--- config.mk ---
export PLATFORM = sky130hd
export DESIGN_NAME = thermal_throttle_ctrl
export DESIGN_NICKNAME = d
export VERILOG_FILES = /design/src/rtl/thr_pkg.sv /design/src/rtl/thr_sync.sv /design/src/rtl/thr_slot_timer.sv /design/src/rtl/thr_duty_sel.sv /design/src/rtl/thermal_throttle_ctrl.sv
export SDC_FILE = /design/constraint.sdc
export NUM_CORES = 1
export LEC_CHECK = 0
export ABC_AREA = 1
export BUFFER_PORTS_ARGS = -buffer_cell sky130_fd_sc_hd__buf_2
export CORE_AREA = 2 2 39 41
export DETAILED_ROUTE_END_ITERATION = 8
export DIE_AREA = 0 0 41 43
export PLACE_DENSITY = 0.66
export SETUP_SLACK_MARGIN = 0.02
export SYNTH_ARGS = -nofsm -noshare
export SYNTH_HDL_FRONTEND = slang
export SYNTH_HIERARCHICAL = 1
export SYNTH_SLANG_ARGS = --single-unit
--- constraint.sdc ---
create_clock -name clk -period 4 [get_ports clk]
set_input_delay 0.8 -clock clk [delete_from_list [all_inputs] [get_ports clk]]
set_output_delay 0.8 -clock clk [all_outputs]
set_load 0.02 [all_outputs]
--- src/rtl/thr_pkg.sv ---
package thr_pkg;

    // Duty code width: one code step is one slot of the period
    localparam int DUTY_W = 3;
    localparam int SLOTS  = 1 << DUTY_W;
    localparam int ON_W   = DUTY_W + 1;

    typedef logic [DUTY_W-1:0] duty_code_t;
    typedef logic [ON_W-1:0]   on_cnt_t;

    // Which source owns the gating during a period
    typedef enum logic [1:0] {
        SRC_NONE   = 2'd0,
        SRC_DEMAND = 2'd1,
        SRC_AUTO   = 2'd2
    } gate_src_e;

    // Plan latched at a period boundary
    typedef struct packed {
        gate_src_e  src;
        duty_code_t code;
    } gate_plan_t;

    // Priority: automatic on trip, then a non-zero software code, else full on
    function automatic gate_plan_t pick_plan(input logic auto_en,
                                             input logic hot,
                                             input logic dem_en,
                                             input duty_code_t code);
        gate_plan_t p;
        p.code = code;
        if (auto_en && hot)
            p.src = SRC_AUTO;
        else if (dem_en && (code != '0))
            p.src = SRC_DEMAND;
        else
            p.src = SRC_NONE;
        return p;
    endfunction

endpackage

--- src/rtl/thr_sync.sv ---
module thr_sync #(
    parameter int STAGES = 2
) (
    input  logic clk,
    input  logic rst,
    input  logic d,
    output logic q
);
    logic [STAGES-1:0] chain_q;

    always_ff @(posedge clk) begin
        if (rst)
            chain_q <= '0;
        else
            chain_q <= {chain_q[STAGES-2:0], d};
    end

    assign q = chain_q[STAGES-1];

endmodule

--- src/rtl/thr_slot_timer.sv ---
module thr_slot_timer
    import thr_pkg::*;
#(
    parameter int SLOT_CLKS = 4
) (
    input  logic       clk,
    input  logic       rst,
    output duty_code_t slot_idx,
    output logic       period_wrap
);
    localparam int TICK_W = (SLOT_CLKS > 1) ? $clog2(SLOT_CLKS) : 1;
    localparam logic [TICK_W-1:0] TICK_LAST = TICK_W'(SLOT_CLKS - 1);
    localparam duty_code_t SLOT_LAST = duty_code_t'(SLOTS - 1);

    logic [TICK_W-1:0] tick_q;
    logic              slot_end;

    assign slot_end    = (tick_q == TICK_LAST);
    assign period_wrap = slot_end && (slot_idx == SLOT_LAST);

    always_ff @(posedge clk) begin
        if (rst) begin
            tick_q   <= '0;
            slot_idx <= '0;
        end else if (slot_end) begin
            tick_q   <= '0;
            slot_idx <= slot_idx + 1'b1;
        end else begin
            tick_q   <= tick_q + 1'b1;
        end
    end

endmodule

--- src/rtl/thr_duty_sel.sv ---
module thr_duty_sel
    import thr_pkg::*;
#(
    parameter int AUTO_SLOTS = 4
) (
    input  logic       clk,
    input  logic       rst,
    input  logic       period_wrap,
    input  logic       auto_en,
    input  logic       hot,
    input  logic       dem_en,
    input  duty_code_t dem_code,
    output on_cnt_t    on_slots
);
    gate_plan_t plan_d;
    gate_plan_t plan_q;

    always_comb plan_d = pick_plan(auto_en, hot, dem_en, dem_code);

    // New plan only at the period boundary
    always_ff @(posedge clk) begin
        if (rst) begin
            plan_q.src  <= SRC_NONE;
            plan_q.code <= '0;
        end else if (period_wrap) begin
            plan_q <= plan_d;
        end
    end

    always_comb begin
        case (plan_q.src)
            SRC_AUTO:   on_slots = on_cnt_t'(AUTO_SLOTS);
            SRC_DEMAND: on_slots = {1'b0, plan_q.code};
            default:    on_slots = on_cnt_t'(SLOTS);
        endcase
    end

endmodule

--- src/rtl/thermal_throttle_ctrl.sv ---
module thermal_throttle_ctrl
    import thr_pkg::*;
#(
    parameter int SLOT_CLKS   = 4,
    parameter int SYNC_STAGES = 2,
    parameter int AUTO_SLOTS  = 4
) (
    input  logic              clk,
    input  logic              rst,
    input  logic              trip_i,
    input  logic              auto_en_i,
    input  logic              od_en_i,
    input  logic [DUTY_W-1:0] od_duty_i,
    output logic              clk_en_o,
    output logic              hot_n_o
);
    logic       trip_s;
    duty_code_t slot_idx;
    logic       period_wrap;
    on_cnt_t    on_slots;

    thr_sync #(.STAGES(SYNC_STAGES)) u_sync (
        .clk (clk),
        .rst (rst),
        .d   (trip_i),
        .q   (trip_s)
    );

    thr_slot_timer #(.SLOT_CLKS(SLOT_CLKS)) u_timer (
        .clk         (clk),
        .rst         (rst),
        .slot_idx    (slot_idx),
        .period_wrap (period_wrap)
    );

    thr_duty_sel #(.AUTO_SLOTS(AUTO_SLOTS)) u_sel (
        .clk         (clk),
        .rst         (rst),
        .period_wrap (period_wrap),
        .auto_en     (auto_en_i),
        .hot         (trip_s),
        .dem_en      (od_en_i),
        .dem_code    (od_duty_i),
        .on_slots    (on_slots)
    );

    assign clk_en_o = ({1'b0, slot_idx} < on_slots);
    assign hot_n_o  = ~trip_s;

endmodule

# After elaboration in Yosys (flattened, before gate mapping)
# Index checks and enable logic that the tools add are counted.
[totals]
memories = 0
output_inout_bits = 2
ram_bits = 0
latch_bits = 0
reg_bits = 12
elab_cells = 21
mem_bits_ro = 0
[op_classes]
n_lt_le_gt_ge = 1
n_shift = 0
n_reduce_logical = 5
add_sub_neg = 2
n_mux = 3
n_eq_ne = 4
n_div = 0
mul = 0
bitwise = 1
[op_table]
columns = ["operator", "count"]
rows = [
  ["$pmux 4 s2", 1],
  ["$eq 2x2->1 const B", 2],
  ["$lt 3x4->1", 1],
  ["$add 3x1->3 const B", 1],
  ["$eq 3x3->1 const B", 1],
  ["$logic_and 1x1->1", 3],
  ["$reduce_bool 3->1", 1],
  ["$add 2x1->2 const B", 1],
  ["$eq 2x1->1 const B", 1],
  ["$mux 2", 1],
  ["$reduce_or 2->1", 1],
  ["$mux 1", 1],
  ["$not 1->1", 1],
]

# Longest topological paths before layout
# Gate-level depths: netlist of run 1.
[logic_depth]
depth_word = 4
depth_mapped = 9
mapped_depth_nobuf = 9

# Modules after synthesis
# Netlist of run 1, hierarchy kept.
[by_module_without_submodules]
columns = ["module", "n_inst", "seq_area_each_um2", "cells_per_inst", "area_per_inst_um2"]
rows = [
  ["thr_duty_sel", 1, 100.1, 37, 251.5],
  ["thr_slot_timer", 1, 100.1, 28, 245.2],
  ["thermal_throttle_ctrl", 1, 0.0, 15, 78.8],
  ["thr_sync", 1, 40.0, 6, 55.1],
]

# Worst setup path before layout of run 1
# Ideal clock, no wire load.
[synth_timing]
path_kind = "register -> output"
start = "register u_sel/plan_q[3] in the netlist's numbering"
end = "output clk_en_o"
slack_ns = 1.797
stages_incl_launch_ff = 9
t_arrival_ns = 1.403
required_time_ns = 3.200
n_path_buf = 0
cell_sequence = "dfxtp_1 inv_1 ha_1 nor2_1 inv_1 ha_1 inv_1 nor2_1 a21oi_2"
[synth_between]
elab_chain_len = 3
elab_cells_between_ends = 4
classes_between = "1 x order compare; 2 x eq/ne; 1 x mux"
[synth_rtl]
columns = ["element", "line", "source"]
rows = [
  ["start: declaration", "thr_duty_sel.sv:16", "gate_plan_t plan_q;"],
  ["start signal: assignment", "thr_duty_sel.sv:26", "plan_q <= plan_d;"],
  ["$eq 2x1->1 / $eq 2x2->1 (equally long branches)", "thr_duty_sel.sv:31", "case (plan_q.src)"],
  ["$pmux 4 s2 *", "thr_duty_sel.sv:31", ""],
  ["via on_slots[3]", "thermal_throttle_ctrl.sv:20", "on_cnt_t on_slots;"],
  ["$lt 3x4->1 *", "thermal_throttle_ctrl.sv:47", "assign clk_en_o = ({1'b0, slot_idx} < on_slots);"],
  ["end: declaration", "thermal_throttle_ctrl.sv:14", "output logic clk_en_o,"],
]
# The timed path passes the listed nets; every way through them passes the cells marked *.

# Worst setup path after layout of run 1
# Same ends and word-level chain as after synthesis.

==> results.cfg, run 1 <==
[routing]
drc = 0
via_per_inst = 4.31
via_count = 491
antenna_left = 0
routed_wl_um = 972
drt_iter0_drc = 5
dr.pass1.iters = 2
avgRoutedWirePerCell_um = 8.53

[clocking]
cts_setup_buffers = 0
numCtsBuffers = 3
clkSinkCount = 12
clk-insertion-delay-late_ps = 260
postCtsHoldBufs = 0
cts.reportedPaths.clkPinSlew_ps = 80
cts_tree = done
clock-root-buffer = clkbuf_4
cts_resized = 0
clockBufferDepth = 2
htree_levels = 1

[power]
power.density_mw_per_mm2 = 344
p_sw_share_pct = 22.5
p_int_uw = 192
pwr-share-clk_pct = 37.9
irDropWorstVdd_uv = 194
design_power_total_uw = 248
p_leak_nw = 0.365
sequentialPowerShare_pct = 52.0
power_frac_comb_pct = 10.1
switchingPower_uw = 55.7

[status]
status = finished, final reports clean

[floorplan]
num_io_pins = 10
num_rows = 14
chipHeight_um = 43
core_sq_mm = 0.00138
die_width_um = 41
dieArea_sq_mm = 0.00176
start_util_pct = 45.6

[yosys]
ys_seq_area_share_pct = 38.1
ys_types = 14
syn_area_per_cell_sq_um = 7.33
postSynthCellCount = 86
ys_warn_count = 6
syn-cell-area_sq_um = 631
ys_ff_latch = 12
syn_nets = 101

[global_route]
antenna_found_initial = 0
grtUsageTotal_pct = 13.3
grt_pass1_vias = 413
grt_max_degree = 10
gr-total-overflow = 0
grt_first_pass_wirelength_um = 1590

[flow_run]
maxCapViolations = 0

[placed_design]
pre_cts_ws_ps = 1700
place_congestion = 0.686
io_buffers = 9
dp_hpwl_um = 793
dp_cells = 110

[layout]
final_common_cell = inv_1
syn_to_final_growth_pct = 14.3
fillCellCount = 147
fin_cells = 114
insertedDiodeCount = 0
finalNetCount = 114
layout-drive-gt1-share_pct = 22.4
layout_common_cells = inv_1, nand2_1, nor2_1, dfxtp_1, buf_2

[sta]
clock.fmax_ghz = 0.386
timing.slew.headroom_pct = 76.7
worst_pin_slew_ps = 350
maxSlewViolCount = 0
final-hold-violation-count = 0
finalSetupViolCount = 0
rsz0062_at_grt = false
post-route-period-util_pct = 64.7
period_minus_slack_ps = 2590
clock_skew_ps = 4.36
worst_slack_ps = 1410
tns_ps = 0

[setup_path]
cpMostUsedCell = inv_1
start_kind = register
cpPeakStageDelay_ps = 350
critical_path_arrival_ps = 1790
crit_path_max_fanout = 3
crit_chain = inv_1, ha_1, nor2_1, inv_1, ha_1, inv_1, nor2_1, a21oi_2, buf_2
cp.required_ps = 3200
slowest_stage = dfxtp_1
crit_type = reg2out
critPathCaptureType = output port

[hold_path]
holdCritPathClass = reg2reg
-- worst max-delay path: cells and delay by family (launching register included) --
kind	cells	cell delay, ps
adders and majority gates	2	580
DFF	1	350
buffers and inverters	4	320
and+or+nand+nor	2	160
AOI/OAI and AO/OA	1	120
-- power by group through the flow --
stage	Clock, mW	Sequential (mW)	Combinational (mW)
global placement	0	0.131	0.0244
detailed placement	0	0.132	0.0254
global route	0.107	0.130	0.0293
floorplan	0	0.131	0.0191
finish	0.0940	0.129	0.0250
CTS	0.0991	0.129	0.0256
-- cells by family (layout without fill, tap and decap cells) --
family / after synthesis / in the layout / share of synthesized area [%]
and+or+nand+nor: 36 / 36 / 25.4
buffers and inverters: 22 / 34 / 14.3
DFF: 12 / 12 / 38.1
AOI/OAI and AO/OA: 9 / 9 / 8.33
adders and majority gates: 7 / 7 / 13.9
-- final timing paths --
path / start / endpoint / slack [ps] / cells past startpoint
max reg2reg: u_timer/tick_q[0] / u_sel/plan_q[3] / 2590 / 7
max: u_sel/plan_q[3] / clk_en_o / 1410 / 9
min reg2reg: u_sync/chain_q[0] / u_sync/chain_q[1] / 410 / 2
min: u_sync/chain_q[0] / u_sync/chain_q[1] / 410 / 2
-- stage by stage --
stage	hold WS [ps]	instance area (sq um)	util (%)
6_report	411	721	52.1
3_3_place_gp	391	684	49.5
5_1_grt	452	721	52.1
2_1_floorplan	388	631	-
3_5_place_dp	404	684	49.5
4_1_cts	415	721	52.1
-- layout make-up --
class | count | area (sq um) | area share, %
tap | 16 | 20.0 | 2.78
clock buffer | 4 | 36.3 | 5.03
timing repair buffer | 9 | 45.0 | 6.25
inverter | 21 | 78.8 | 10.9
sequential | 12 | 240 | 33.3
multi-input combinational | 52 | 300 | 41.7
-- cell usage after synthesis --
cell type  count  share of area (%)
nor2_1        14                8.3
nor3_2         1                1.6
ha_1           7                 14
dfxtp_1       12                 38
nand2_2        1               0.99
buf_6          1                1.8
nor3b_2        1                2.0
a21oi_1        3                2.4
nor2_2         3                3.0
o21ai_0        4                3.2
a21oi_2        2                2.8
inv_2          1               0.59
nand2_1       16                9.5
inv_1         20                 12
-- state kept, by name, indices dropped and copies added, names as in the netlist --
register and flops:
u_timer/tick_q 2, u_sel/plan_q 5, u_timer/slot_idx 3, u_sync/chain_q 2
-- per-layer routing --
metal | track usage (%) | vias to the layer above | part of all wire (%)
met5 | 0 | - | 0
met4 | 6.00 | 0 | 0
met3 | 4.71 | 0 | 4.7
met2 | 20.0 | 7 | 50
met1 | 16.3 | 208 | 45
li1 | - | 276 | -
Power figures use the tool's default switching activity.
==> run 2: changes to the inputs <==
--- a/config.mk
+++ b/config.mk
@@ -7,10 +7,10 @@
 export LEC_CHECK = 0
 export ABC_AREA = 1
 export BUFFER_PORTS_ARGS = -buffer_cell sky130_fd_sc_hd__buf_2
-export CORE_AREA = 2 2 39 41
+export CORE_AREA = 2 2 40 42
 export DETAILED_ROUTE_END_ITERATION = 8
-export DIE_AREA = 0 0 41 43
-export PLACE_DENSITY = 0.66
+export DIE_AREA = 0 0 42 44
+export PLACE_DENSITY = 0.65
 export SETUP_SLACK_MARGIN = 0.02
 export SYNTH_ARGS = -nofsm -noshare
 export SYNTH_HDL_FRONTEND = slang
==> constraint.sdc (replaced) <==
create_clock -name clk -period 2.2 [get_ports clk]
set_input_delay 0.44 -clock clk [delete_from_list [all_inputs] [get_ports clk]]
set_output_delay 0.44 -clock clk [all_outputs]
set_load 0.02 [all_outputs]
==> results.cfg, run 2 (synthesis results as in run 1) <==
[setup_path]
cp.required_ps = 1760
slowest_stage = dfxtp_4
cpPeakStageDelay_ps = 390
crit_type = reg2out
start_kind = register
crit_path_max_fanout = 3
crit_chain = inv_4, ha_4, a21oi_4, nor2_4, inv_2, ha_4, inv_2, nor2_2, a21oi_2, buf_6
critical_path_arrival_ps = 1630
critPathCaptureType = output port

[sta]
rsz0062_at_grt = true
clock.fmax_ghz = 0.482
clock_skew_ps = 3.65
timing.slew.headroom_pct = 77.0
tns_ps = 0
finalSetupViolCount = 0
final-hold-violation-count = 0
post-route-period-util_pct = 94.3
period_minus_slack_ps = 2070
maxSlewViolCount = 0
worst_pin_slew_ps = 345

[routing]
drt_iter0_drc = 10
via_count = 517
dr.pass1.iters = 4
routed_wl_um = 1020
avgRoutedWirePerCell_um = 8.93
antenna_left = 0
drc = 0
via_per_inst = 4.54

[global_route]
antenna_found_initial = 0
grt_first_pass_wirelength_um = 1830
grt_max_degree = 10
grtUsageTotal_pct = 13.3
gr-total-overflow = 0
grt_pass1_vias = 465

[power]
switchingPower_uw = 107
power.density_mw_per_mm2 = 569
pwr-share-clk_pct = 38.4
design_power_total_uw = 454
irDropWorstVdd_uv = 438
p_int_uw = 348
p_sw_share_pct = 23.5
power_frac_comb_pct = 10.5
p_leak_nw = 0.373
sequentialPowerShare_pct = 51.1

[clocking]
clockBufferDepth = 2
cts.reportedPaths.clkPinSlew_ps = 80
clkSinkCount = 12
htree_levels = 1
postCtsHoldBufs = 0
cts_tree = done
clk-insertion-delay-late_ps = 270
numCtsBuffers = 3
clock-root-buffer = clkbuf_4

[placed_design]
place_congestion = 0.724
dp_hpwl_um = 766
io_buffers = 9

[layout]
finalNetCount = 114
layout-drive-gt1-share_pct = 36.7
top_regs = u_sel/plan_q x5, u_timer/slot_idx x3
insertedDiodeCount = 0
top_register = u_sel/plan_q
layout_common_cells = inv_1, nand2_1, nor2_1, dfxtp_1, buf_2
syn_to_final_growth_pct = 26.6
largest_reg_flops = 5

[hold_path]
holdCritPathClass = in2reg

[floorplan]
core_sq_mm = 0.00142
start_util_pct = 44.4
chipHeight_um = 44
die_width_um = 42
num_rows = 14
dieArea_sq_mm = 0.00185
num_io_pins = 10

[flow_run]
maxCapViolations = 0

[status]
status = finished, final reports clean
run 2: cell counts in the layout (fill, tap and decap cells not counted):
No cell type changed its count.
run 2: cell type report:
cell class                 instances  area, sq um
clock buffer                       4         36.3
fill                             147          621
inverter                          21         81.3
multi-input combinational         52          362
sequential                        12          248
tap                               16         20.0
timing repair buffer               9         51.3
run 2: worst paths after layout:
check / from / endpoint / slack (ps) / cells past startpoint
min reg2reg: u_sync/chain_q[0] / u_sync/chain_q[1] / 410 / 2
min: trip_i / u_sync/chain_q[0] / 370 / 3
max reg2reg: u_timer/tick_q[0] / u_sel/plan_q[3] / 770 / 7
max: u_sel/plan_q[4] / clk_en_o / 130 / 10
run 2: what timing repair did:
item / 4_1_cts / 5_1_grt
pin swaps: 2 / 8
resized for setup: 4 / 18
setup buffers: 0 / 0
gates cloned: 0 / 0
setup endpoints to repair: 1 / 1
run 2: power by group through the flow:
stage	clock network [mW]	registers [mW]	logic, mW
after global routing	0.190	0.234	0.0553
after detailed placement	0	0.239	0.0465
after CTS	0.181	0.234	0.0467
after global placement	0	0.239	0.0445
final	0.175	0.232	0.0476
after floorplan	0	0.238	0.0348
run 2: worst max-delay path, delay by kind of cell, from the launching register on:
kind                       cells  cell delay [ps]
and+or+nand+nor                2               70
DFF                            1              390
buffers and inverters          4              280
AOI/OAI and AO/OA              2              280
adders and majority gates      2              360
run 2: routing by layer:
layer	track usage (%)	vias up	routed length (um)	share of wire (%)
li1	-	280	-	-
met1	16.4	225	498	49
met2	20.9	10	467	46
met3	3.75	2	37	3.6
met4	7.74	0	15	1.5
met5	0	-	0	0
run 2: stage by stage:
stage                     worst slack [ps]  instance area (sq um)  hold WS [ps]  util, %  cells
after floorplan                        357                    631           388        -     86
after global placement                 306                    684           400     48.2    110
after detailed placement               245                    684           397     48.2    110
after CTS                             22.4                    738           362     52.0    114
after global routing                  9.60                    798           362     56.3    114
final                                  126                    798           369     56.3    114
